### src/rtl/tpm_pkg.sv
package tpm_pkg;

    typedef enum logic [1:0] {
        PH_IDLE = 2'd0,
        PH_PROG = 2'd1,
        PH_WAIT = 2'd2
    } phase_e;

    typedef enum logic [1:0] {
        TGT_B1  = 2'd0,
        TGT_B2  = 2'd1,
        TGT_CFG = 2'd2
    } tgt_e;

    // settings-area byte positions decoded by the arbiter
    localparam int CFG_IDX_P1_DEV = 0;
    localparam int CFG_IDX_P2_DEV = 1;
    localparam int CFG_IDX_C_DEV  = 2;
    localparam int CFG_IDX_ENABLE = 3;
    localparam int CFG_IDX_BLOCK  = 4;

    // port slots inside the arbiter's vectors
    localparam int SLOT_P1 = 0;
    localparam int SLOT_P2 = 1;
    localparam int SLOT_C  = 2;
    localparam int N_SLOTS = 3;

endpackage

### src/rtl/tpm_cfg_store.sv
module tpm_cfg_store #(
    parameter int          AW         = 4,
    parameter int          DEV_AW     = 7,
    parameter logic [6:0]  DEF_P1_DEV = 7'h50,
    parameter logic [6:0]  DEF_P2_DEV = 7'h51,
    parameter logic [6:0]  DEF_C_DEV  = 7'h52
) (
    input  logic              clk,
    input  logic              rst_n,
    input  logic              we_i,
    input  logic [AW-1:0]     widx_i,
    input  logic [7:0]        wdata_i,
    input  logic [AW-1:0]     ridx_i,
    output logic [7:0]        rdata_o,
    output logic [DEV_AW-1:0] p1_dev_o,
    output logic [DEV_AW-1:0] p2_dev_o,
    output logic [DEV_AW-1:0] c_dev_o,
    output logic [1:0]        en_o,
    output logic [5:0]        blk_o
);
    import tpm_pkg::*;

    localparam int DEPTH = 1 << AW;

    logic [7:0] regs_q [DEPTH];
    logic [7:0] regs_d [DEPTH];

    function automatic logic [7:0] reset_byte(input int idx);
        logic [7:0] v;
        case (idx)
            CFG_IDX_P1_DEV: v = {1'b0, DEF_P1_DEV};
            CFG_IDX_P2_DEV: v = {1'b0, DEF_P2_DEV};
            CFG_IDX_C_DEV:  v = {1'b0, DEF_C_DEV};
            CFG_IDX_ENABLE: v = 8'h03;
            default:        v = 8'h00;
        endcase
        return v;
    endfunction

    always_comb begin
        for (int i = 0; i < DEPTH; i++) begin
            regs_d[i] = regs_q[i];
        end
        if (we_i) begin
            regs_d[widx_i] = wdata_i;
        end
    end

    always_ff @(posedge clk or negedge rst_n) begin
        if (!rst_n) begin
            for (int i = 0; i < DEPTH; i++) begin
                regs_q[i] <= reset_byte(i);
            end
        end else begin
            for (int i = 0; i < DEPTH; i++) begin
                regs_q[i] <= regs_d[i];
            end
        end
    end

    assign rdata_o  = regs_q[ridx_i];
    assign p1_dev_o = regs_q[CFG_IDX_P1_DEV][DEV_AW-1:0];
    assign p2_dev_o = regs_q[CFG_IDX_P2_DEV][DEV_AW-1:0];
    assign c_dev_o  = regs_q[CFG_IDX_C_DEV][DEV_AW-1:0];
    assign en_o     = regs_q[CFG_IDX_ENABLE][1:0];
    assign blk_o    = regs_q[CFG_IDX_BLOCK][5:0];

endmodule

### src/rtl/tpm_bank.sv
module tpm_bank #(
    parameter int AW = 8
) (
    input  logic          clk,
    input  logic          rst_n,
    input  logic          we_i,
    input  logic          re_i,
    input  logic [AW-1:0] addr_i,
    input  logic [7:0]    wdata_i,
    output logic [7:0]    rdata_o
);
    localparam int DEPTH = 1 << AW;

    logic [7:0] mem_q [DEPTH];
    logic [7:0] rdata_q;

    always_ff @(posedge clk) begin
        if (we_i) begin
            mem_q[addr_i] <= wdata_i;
        end
    end

    always_ff @(posedge clk or negedge rst_n) begin
        if (!rst_n) begin
            rdata_q <= 8'h00;
        end else if (re_i) begin
            rdata_q <= mem_q[addr_i];
        end
    end

    assign rdata_o = rdata_q;

    // a bank read is only ever granted while no page is being stored
    assert_no_read_during_store_R4: assert property (
        @(posedge clk) disable iff (!rst_n) !(we_i && re_i)
    );

endmodule

### src/rtl/tpm_port_gate.sv
module tpm_port_gate (
    input  logic req_i,
    input  logic we_i,
    input  logic cfg_i,
    input  logic en_i,
    input  logic rd_blk_i,
    input  logic wr_blk_i,
    input  logic busy_i,
    output logic deny_o,
    output logic ok_o
);
    logic refuse;

    always_comb begin
        refuse = busy_i || (!cfg_i && (!en_i || (we_i ? wr_blk_i : rd_blk_i)));
        deny_o = req_i && refuse;
        ok_o   = req_i && !refuse;
    end

endmodule

### src/rtl/tri_port_mem_arbiter.sv
module tri_port_mem_arbiter #(
    parameter int          BANK_AW     = 8,
    parameter int          PAGE_AW     = 4,
    parameter int          DEV_AW      = 7,
    parameter int          WAIT_CYCLES = 625000,
    parameter logic [6:0]  DEF_P1_DEV  = 7'h50,
    parameter logic [6:0]  DEF_P2_DEV  = 7'h51,
    parameter logic [6:0]  DEF_C_DEV   = 7'h52
) (
    input  logic                     clk,
    input  logic                     rst_n,
    input  logic                     p1_req_i,
    input  logic                     p1_we_i,
    input  logic [BANK_AW-1:0]       p1_addr_i,
    input  logic [PAGE_AW-1:0]       p1_len_i,
    input  logic [(8<<PAGE_AW)-1:0]  p1_wdata_i,
    output logic                     p1_ack_o,
    output logic                     p1_nack_o,
    output logic [7:0]               p1_rdata_o,
    input  logic                     p2_req_i,
    input  logic                     p2_we_i,
    input  logic [BANK_AW-1:0]       p2_addr_i,
    input  logic [PAGE_AW-1:0]       p2_len_i,
    input  logic [(8<<PAGE_AW)-1:0]  p2_wdata_i,
    output logic                     p2_ack_o,
    output logic                     p2_nack_o,
    output logic [7:0]               p2_rdata_o,
    input  logic                     c_req_i,
    input  logic                     c_we_i,
    input  logic                     c_cfg_i,
    input  logic [BANK_AW:0]         c_addr_i,
    input  logic [PAGE_AW-1:0]       c_len_i,
    input  logic [(8<<PAGE_AW)-1:0]  c_wdata_i,
    output logic                     c_ack_o,
    output logic                     c_nack_o,
    output logic [7:0]               c_rdata_o,
    output logic [DEV_AW-1:0]        p1_dev_addr_o,
    output logic [DEV_AW-1:0]        p2_dev_addr_o,
    output logic [DEV_AW-1:0]        c_dev_addr_o
);
    import tpm_pkg::*;

    localparam int PAGE_BYTES = 1 << PAGE_AW;
    localparam int PAGE_BITS  = 8 * PAGE_BYTES;
    localparam int PAGE_HI_W  = BANK_AW - PAGE_AW;
    localparam int WAIT_W     = $clog2(WAIT_CYCLES + 1);
    localparam int N_BANKS    = 2;

    typedef struct packed {
        phase_e                 phase;
        tgt_e                   tgt;
        logic [PAGE_HI_W-1:0]   hi;
        logic [PAGE_AW-1:0]     start;
        logic [PAGE_AW-1:0]     idx;
        logic [PAGE_AW-1:0]     last;
        logic [PAGE_BITS-1:0]   pbuf;
        logic [WAIT_W-1:0]      wcnt;
        logic [N_SLOTS-1:0]     ack;
        logic [N_SLOTS-1:0]     nack;
        tgt_e                   src;
        logic [7:0]             cfg_rd;
    } st_t;

    st_t st_d, st_q;

    // settings area
    logic                 cfg_we;
    logic [PAGE_AW-1:0]   cfg_widx;
    logic [7:0]           cfg_wdata;
    logic [7:0]           cfg_rdata;
    logic [1:0]           cfg_en;
    logic [5:0]           cfg_blk;

    tpm_cfg_store #(
        .AW         (PAGE_AW),
        .DEV_AW     (DEV_AW),
        .DEF_P1_DEV (DEF_P1_DEV),
        .DEF_P2_DEV (DEF_P2_DEV),
        .DEF_C_DEV  (DEF_C_DEV)
    ) u_cfg (
        .clk      (clk),
        .rst_n    (rst_n),
        .we_i     (cfg_we),
        .widx_i   (cfg_widx),
        .wdata_i  (cfg_wdata),
        .ridx_i   (c_addr_i[PAGE_AW-1:0]),
        .rdata_o  (cfg_rdata),
        .p1_dev_o (p1_dev_addr_o),
        .p2_dev_o (p2_dev_addr_o),
        .c_dev_o  (c_dev_addr_o),
        .en_o     (cfg_en),
        .blk_o    (cfg_blk)
    );

    // per-port admission
    logic               busy;
    logic [N_SLOTS-1:0] req_v, we_v, cfg_v, en_v, rblk_v, wblk_v, deny_v, ok_v;

    assign busy   = (st_q.phase != PH_IDLE);
    assign req_v  = {c_req_i, p2_req_i, p1_req_i};
    assign we_v   = {c_we_i,  p2_we_i,  p1_we_i};
    assign cfg_v  = {c_cfg_i, 1'b0, 1'b0};
    assign en_v   = {1'b1, cfg_en[1], cfg_en[0]};
    assign rblk_v = {cfg_blk[4], cfg_blk[2], cfg_blk[0]};
    assign wblk_v = {cfg_blk[5], cfg_blk[3], cfg_blk[1]};

    for (genvar s = 0; s < N_SLOTS; s++) begin : g_gate
        tpm_port_gate u_gate (
            .req_i    (req_v[s]),
            .we_i     (we_v[s]),
            .cfg_i    (cfg_v[s]),
            .en_i     (en_v[s]),
            .rd_blk_i (rblk_v[s]),
            .wr_blk_i (wblk_v[s]),
            .busy_i   (busy),
            .deny_o   (deny_v[s]),
            .ok_o     (ok_v[s])
        );
    end

    // banks
    logic [N_BANKS-1:0] bk_we, bk_re;
    logic [BANK_AW-1:0] bk_addr  [N_BANKS];
    logic [7:0]         bk_rdata [N_BANKS];
    logic [7:0]         bk_wdata;

    for (genvar b = 0; b < N_BANKS; b++) begin : g_bank
        tpm_bank #(.AW(BANK_AW)) u_bank (
            .clk     (clk),
            .rst_n   (rst_n),
            .we_i    (bk_we[b]),
            .re_i    (bk_re[b]),
            .addr_i  (bk_addr[b]),
            .wdata_i (bk_wdata),
            .rdata_o (bk_rdata[b])
        );
    end

    // next-state computation
    logic               g_c, g_1, g_2, c_hi_bank;
    logic [PAGE_AW-1:0] wr_lo;
    logic [7:0]         cur_byte;
    logic [BANK_AW-1:0] wr_addr;

    always_comb begin
        st_d      = st_q;
        st_d.ack  = '0;
        st_d.nack = deny_v;

        c_hi_bank = c_addr_i[BANK_AW];
        wr_lo     = st_q.start + st_q.idx;
        cur_byte  = st_q.pbuf[{st_q.idx, 3'b000} +: 8];
        wr_addr   = {st_q.hi, wr_lo};

        // supervisory first, then side port 1; a write holds both banks
        g_c = ok_v[SLOT_C];
        g_1 = ok_v[SLOT_P1] && !g_c;
        g_2 = ok_v[SLOT_P2] && !g_c && !(ok_v[SLOT_P1] && (p1_we_i || p2_we_i));
        st_d.ack = {g_c, g_2, g_1};

        bk_re[0]   = (g_1 && !p1_we_i) || (g_c && !c_we_i && !c_cfg_i && !c_hi_bank);
        bk_re[1]   = (g_2 && !p2_we_i) || (g_c && !c_we_i && !c_cfg_i &&  c_hi_bank);
        bk_we[0]   = (st_q.phase == PH_PROG) && (st_q.tgt == TGT_B1);
        bk_we[1]   = (st_q.phase == PH_PROG) && (st_q.tgt == TGT_B2);
        bk_addr[0] = busy ? wr_addr : (g_c ? c_addr_i[BANK_AW-1:0] : p1_addr_i);
        bk_addr[1] = busy ? wr_addr : (g_c ? c_addr_i[BANK_AW-1:0] : p2_addr_i);
        bk_wdata   = cur_byte;

        cfg_we    = (st_q.phase == PH_PROG) && (st_q.tgt == TGT_CFG);
        cfg_widx  = wr_lo;
        cfg_wdata = cur_byte;

        unique case (st_q.phase)
            PH_IDLE: begin
                if (g_c && !c_we_i) begin
                    st_d.src = c_cfg_i ? TGT_CFG : (c_hi_bank ? TGT_B2 : TGT_B1);
                    if (c_cfg_i) begin
                        st_d.cfg_rd = cfg_rdata;
                    end
                end
                if (g_c && c_we_i) begin
                    st_d.phase = PH_PROG;
                    st_d.tgt   = c_cfg_i ? TGT_CFG : (c_hi_bank ? TGT_B2 : TGT_B1);
                    st_d.hi    = c_addr_i[BANK_AW-1:PAGE_AW];
                    st_d.start = c_addr_i[PAGE_AW-1:0];
                    st_d.last  = c_len_i;
                    st_d.pbuf  = c_wdata_i;
                    st_d.idx   = '0;
                end else if (g_1 && p1_we_i) begin
                    st_d.phase = PH_PROG;
                    st_d.tgt   = TGT_B1;
                    st_d.hi    = p1_addr_i[BANK_AW-1:PAGE_AW];
                    st_d.start = p1_addr_i[PAGE_AW-1:0];
                    st_d.last  = p1_len_i;
                    st_d.pbuf  = p1_wdata_i;
                    st_d.idx   = '0;
                end else if (g_2 && p2_we_i) begin
                    st_d.phase = PH_PROG;
                    st_d.tgt   = TGT_B2;
                    st_d.hi    = p2_addr_i[BANK_AW-1:PAGE_AW];
                    st_d.start = p2_addr_i[PAGE_AW-1:0];
                    st_d.last  = p2_len_i;
                    st_d.pbuf  = p2_wdata_i;
                    st_d.idx   = '0;
                end
            end
            PH_PROG: begin
                if (st_q.idx == st_q.last) begin
                    st_d.phase = PH_WAIT;
                    st_d.wcnt  = WAIT_W'(WAIT_CYCLES - 1);
                end else begin
                    st_d.idx = st_q.idx + 1'b1;
                end
            end
            PH_WAIT: begin
                if (st_q.wcnt == '0) begin
                    st_d.phase = PH_IDLE;
                end else begin
                    st_d.wcnt = st_q.wcnt - 1'b1;
                end
            end
            default: st_d.phase = PH_IDLE;
        endcase
    end

    always_ff @(posedge clk or negedge rst_n) begin
        if (!rst_n) begin
            st_q <= '0;
        end else begin
            st_q <= st_d;
        end
    end

    assign p1_ack_o  = st_q.ack[SLOT_P1];
    assign p2_ack_o  = st_q.ack[SLOT_P2];
    assign c_ack_o   = st_q.ack[SLOT_C];
    assign p1_nack_o = st_q.nack[SLOT_P1];
    assign p2_nack_o = st_q.nack[SLOT_P2];
    assign c_nack_o  = st_q.nack[SLOT_C];
    assign p1_rdata_o = bk_rdata[0];
    assign p2_rdata_o = bk_rdata[1];

    always_comb begin
        unique case (st_q.src)
            TGT_B1:  c_rdata_o = bk_rdata[0];
            TGT_B2:  c_rdata_o = bk_rdata[1];
            default: c_rdata_o = st_q.cfg_rd;
        endcase
    end

    // assertions
    assert_resp_exclusive_R10: assert property (
        @(posedge clk) disable iff (!rst_n) (st_q.ack & st_q.nack) == '0
    );

    assert_busy_refuses_R4: assert property (
        @(posedge clk) disable iff (!rst_n) (st_q.phase != PH_IDLE) |=> (st_q.ack == '0)
    );

    assert_ctrl_alone_R6: assert property (
        @(posedge clk) disable iff (!rst_n) st_q.ack[SLOT_C] |-> (st_q.ack[SLOT_P2:SLOT_P1] == 2'b00)
    );

    assert_dual_grant_reads_R3: assert property (
        @(posedge clk) disable iff (!rst_n)
            (st_q.ack[SLOT_P1] && st_q.ack[SLOT_P2]) |-> (st_q.phase == PH_IDLE)
    );

    assert_store_ends_R5: assert property (
        @(posedge clk) disable iff (!rst_n)
            (st_q.phase == PH_PROG) |=> (st_q.phase == PH_PROG || st_q.phase == PH_WAIT)
    );

endmodule

### config.mk
export PLATFORM = sky130hd
export DESIGN_NAME = tri_port_mem_arbiter
export DESIGN_NICKNAME = d
export VERILOG_FILES = /design/src/rtl/tpm_pkg.sv /design/src/rtl/tpm_cfg_store.sv /design/src/rtl/tpm_bank.sv /design/src/rtl/tpm_port_gate.sv /design/src/rtl/tri_port_mem_arbiter.sv
export SDC_FILE = /design/constraint.sdc
export NUM_CORES = 2
export LEC_CHECK = 0
export BUFFER_PORTS_ARGS = -buffer_cell sky130_fd_sc_hd__buf_4
export CAP_MARGIN = 20
export CELL_PAD_IN_SITES_DETAIL_PLACEMENT = 2
export CELL_PAD_IN_SITES_GLOBAL_PLACEMENT = 2
export CORE_MARGIN = 2
export CORE_UTILIZATION = 44
export CTS_BUF_LIST = sky130_fd_sc_hd__clkbuf_4
export DETAILED_ROUTE_END_ITERATION = 7
export PLACE_DENSITY_LB_ADDON = 0.1
export SETUP_SLACK_MARGIN = 0.02
export SLEW_MARGIN = 20
export SYNTH_ARGS = -nofsm -noshare
export SYNTH_HDL_FRONTEND = slang
export SYNTH_SLANG_ARGS = --single-unit
export TNS_END_PERCENT = 10
### constraint.sdc
create_clock -name clk -period 9.09 [get_ports clk]
set_clock_uncertainty 0.05 [all_clocks]
set_input_delay 2.727 -clock clk [delete_from_list [all_inputs] [get_ports clk]]
set_output_delay 2.727 -clock clk [all_outputs]
set_load 0.03 [all_outputs]
==> reports/qor.csv <==
metric,value,unit
timing.critical_path.from_type,primary input,
dr.first_iter.drc_count,16120,
placement.cell_area,191100,um2
maxClockFrequency,148.1,MHz
worst_slew_pin_slew,1.421,ns
maximum_buffer_depth_of_the_clock_tree,5,
cts.htree.levels,7,
cts_made_buffers,1247,
pin_count_of_the_biggest_net_entering_global_routing,219,
fraction_of_registers_with_async_set_reset,7.414,%
gpl.final_weighted_congestion,0.9605,
report.final.setup_viol,0,
core.rowCount,234,
mappedNetlistNets,11800,
viasPerCell,6.339,
io_pins,481,
number_of_buffers_inserted_by_post_cts_setup_repair,0,
worstSetupPathType,in2reg,
grt_use_total,35.96,%
rsz0062_at_grt,false,
grt_antenna_before_repair,81,
finalWorstSetupSlack,2.336,ns
finalWorstPathRequiredPeriod,6.754,ns
post_drt_wl_per_cell,39.15,um
critPathArrivalTime,8.33,ns
slew_viol_final,0,
cts_num_sinks,4424,
yosys-top-cells-area,"edfxtp_1 69%, mux4_2 7.1%, dfrtp_1 4.4%",
setup-tns-final,0,ns
vias,121600,
setup_slack_placement,0.8004,ns
cts_repair_resize_count,0,
start_util,44.15,%
yosys_warnings,0,
ffs_latches_synth,4424,
cp.required,10.67,ns
outcome,"complete, no violations",
synth_top_cells_by_count,"4096 x edfxtp_1, 1752 x nand2_1, 847 x nor2_1",
hpwlAfterDp,483600,um
final_util,50.87,%
synth_edf_count,4096,
die_area,412300,um2
cts.hold.buffers_added,0,
max_cap_violations,0,
share_of_final_layout_standard_cells_stronger_than_drive_strength_1,27.17,%
finalHoldViolCount,0,
drtPass1Iterations,6,
syn_area,179100,um2
grt.overflow.total,0,
synth_sequential_area_ratio,73.25,%
grt_first_pass_wirelength,1037000,um
finish.net_count,13360,
synth.avg_cell_area,15.76,um2
first_global_vias,129800,
yosysUniqueCellTypes,98,
port_buffers,480,
timing.hold.worst.class,reg2reg,
finalCritPeriodShare,74.30,%
tritoncts,yes,
die_width,642.1,um
clkLatencyLatePin,1.83,ns
remaining_design_rule_violation_count,0,
syn_inst,11370,
peakVddDrop,129.6,uV
dominantRegCellSynth,edfxtp_1,
detail_route.wirelength,751100,um
core_region_area,405800,um2
synth.most_common_cell,edfxtp_1,
cp_max_fo,32,
drtAntennaViolNets,0,
critPathCaptureType,flop,
post-route-cell-area,206400,um2
synthToLayoutAreaGrowth,15.22,%
synth_largest_area_cell,edfxtp_1,
slew-limit-headroom,5.276,%
clk_transition_reported_paths,0.06,ns
library_cell_used_as_clock_root_buffer,clkbuf_4,
fp.dieH,642.1,um
pwr_density_cell,197.2,nW/um2
leakagePower,81.42,nW
synth.top_cell.area_share,68.66,%
[metrics by stage]
stage	power (mW)	hold WS, ns	cells
final	40.71	0.4344	19190
after global routing	41.85	0.4426	19160
after CTS	40.90	0.4331	19130
after detailed placement	22.67	0.4230	17090
after global placement	22.67	0.4060	17090
after floorplan	22.41	0.3913	11370
[logic make-up (layout without fill, tap and decap cells)]
kind of cell,count (synthesis),after routing,synth area share [%]
compound gates,1544,1544,5.595
mux,1215,1215,10.83
simple gates,3403,3403,7.925
flops,4424,4424,73.25
xor+xnor,23,23,0.1124
other cells,0,50,0
buf+inv,751,3092,2.239
fa+ha+maj,6,6,0.04610
[registers in the layout (all words and copies together) (netlist names)]
name and cells:
u_cfg.c_dev_o 7, u_cfg.p2_dev_o 7, st_q 178, p2_nack_o 1, g_bank.u_bank.rdata_o 16, u_cfg.p1_dev_o 7, c_ack_o 1, u_cfg.regs_q 99
u_cfg.blk_o 6, c_nack_o 1, u_cfg.en_o 2, p1_nack_o 1, p1_ack_o 1, g_bank.u_bank.mem_q 4096, p2_ack_o 1
[layout make-up]
type                            count  area (um2)
Antenna cell                       50       125.1
Clock buffer                     1801       13520
Clock inverter                    234        1438
Fill cell                       37700      199400
Inverter                           31       116.4
Multi-Input combinational cell   6191       44570
Sequential cell                  4424      131200
Tap cell                         5428        6792
Timing Repair Buffer             1026        8633
[routing by layer]
metal | GRT usage (%) | wire [um] | vias to the layer above
met2 | 56.35 | 352100 | 7662
met4 | 18.99 | 41150 | 60
li1 | - | - | 47870
met1 | 45.86 | 280000 | 64200
met3 | 9.807 | 77470 | 1820
met5 | 0 | 402 | -
[critical path, stage by stage]
cell     delay (ns)
buf_4          0.16
mux2_4         0.39
a21oi_4        0.64
o22a_4         0.77
buf_4          0.62
buf_4          0.46
mux4_2         0.56
mux2i_1        0.19
o22ai_1        0.11
o31ai_1        0.84
nand3_1        0.33
o32a_1         0.39
[cell usage in the layout (no fill, tap or decap), types with 93 or more instances in the layout]
cell,n
a21oi_1,494
a31oi_1,159
buf_4,951
clkbuf_4,1801
clkinv_1,161
dfrtp_1,317
edfxtp_1,4096
mux2_2,94
mux2i_1,550
mux4_2,568
nand2_1,1741
nand3_1,480
nand4_1,119
nor2_1,791
o21ai_0,218
o22ai_1,93
[power breakdown]
group	switching [mW]	internal [mW]
clock	8.93	9.55
combinational	0.174	0.156
sequential	0.000178	21.9
[path summary, 6_finish.rpt]
| check | startpoint | endpoint | slack, ns | cells after the start |
|---|---|---|---|---|
| max in group asynchronous | rst_n | st_q[167] | 5.82 | 3 |
| hold reg to reg | st_q[90] | st_q[90] | 0.43 | 2 |
| min in group asynchronous | rst_n | g_bank[0].u_bank.rdata_o[2] | 0.84 | 1 |
| hold / removal | st_q[90] | st_q[90] | 0.43 | 2 |
| setup / recovery | c_we_i | g_bank[1].u_bank.rdata_o[2] | 2.34 | 12 |
| setup reg to reg | st_q[170] | g_bank[1].u_bank.rdata_o[0] | 2.70 | 15 |
(Power assumes the default switching activity.)
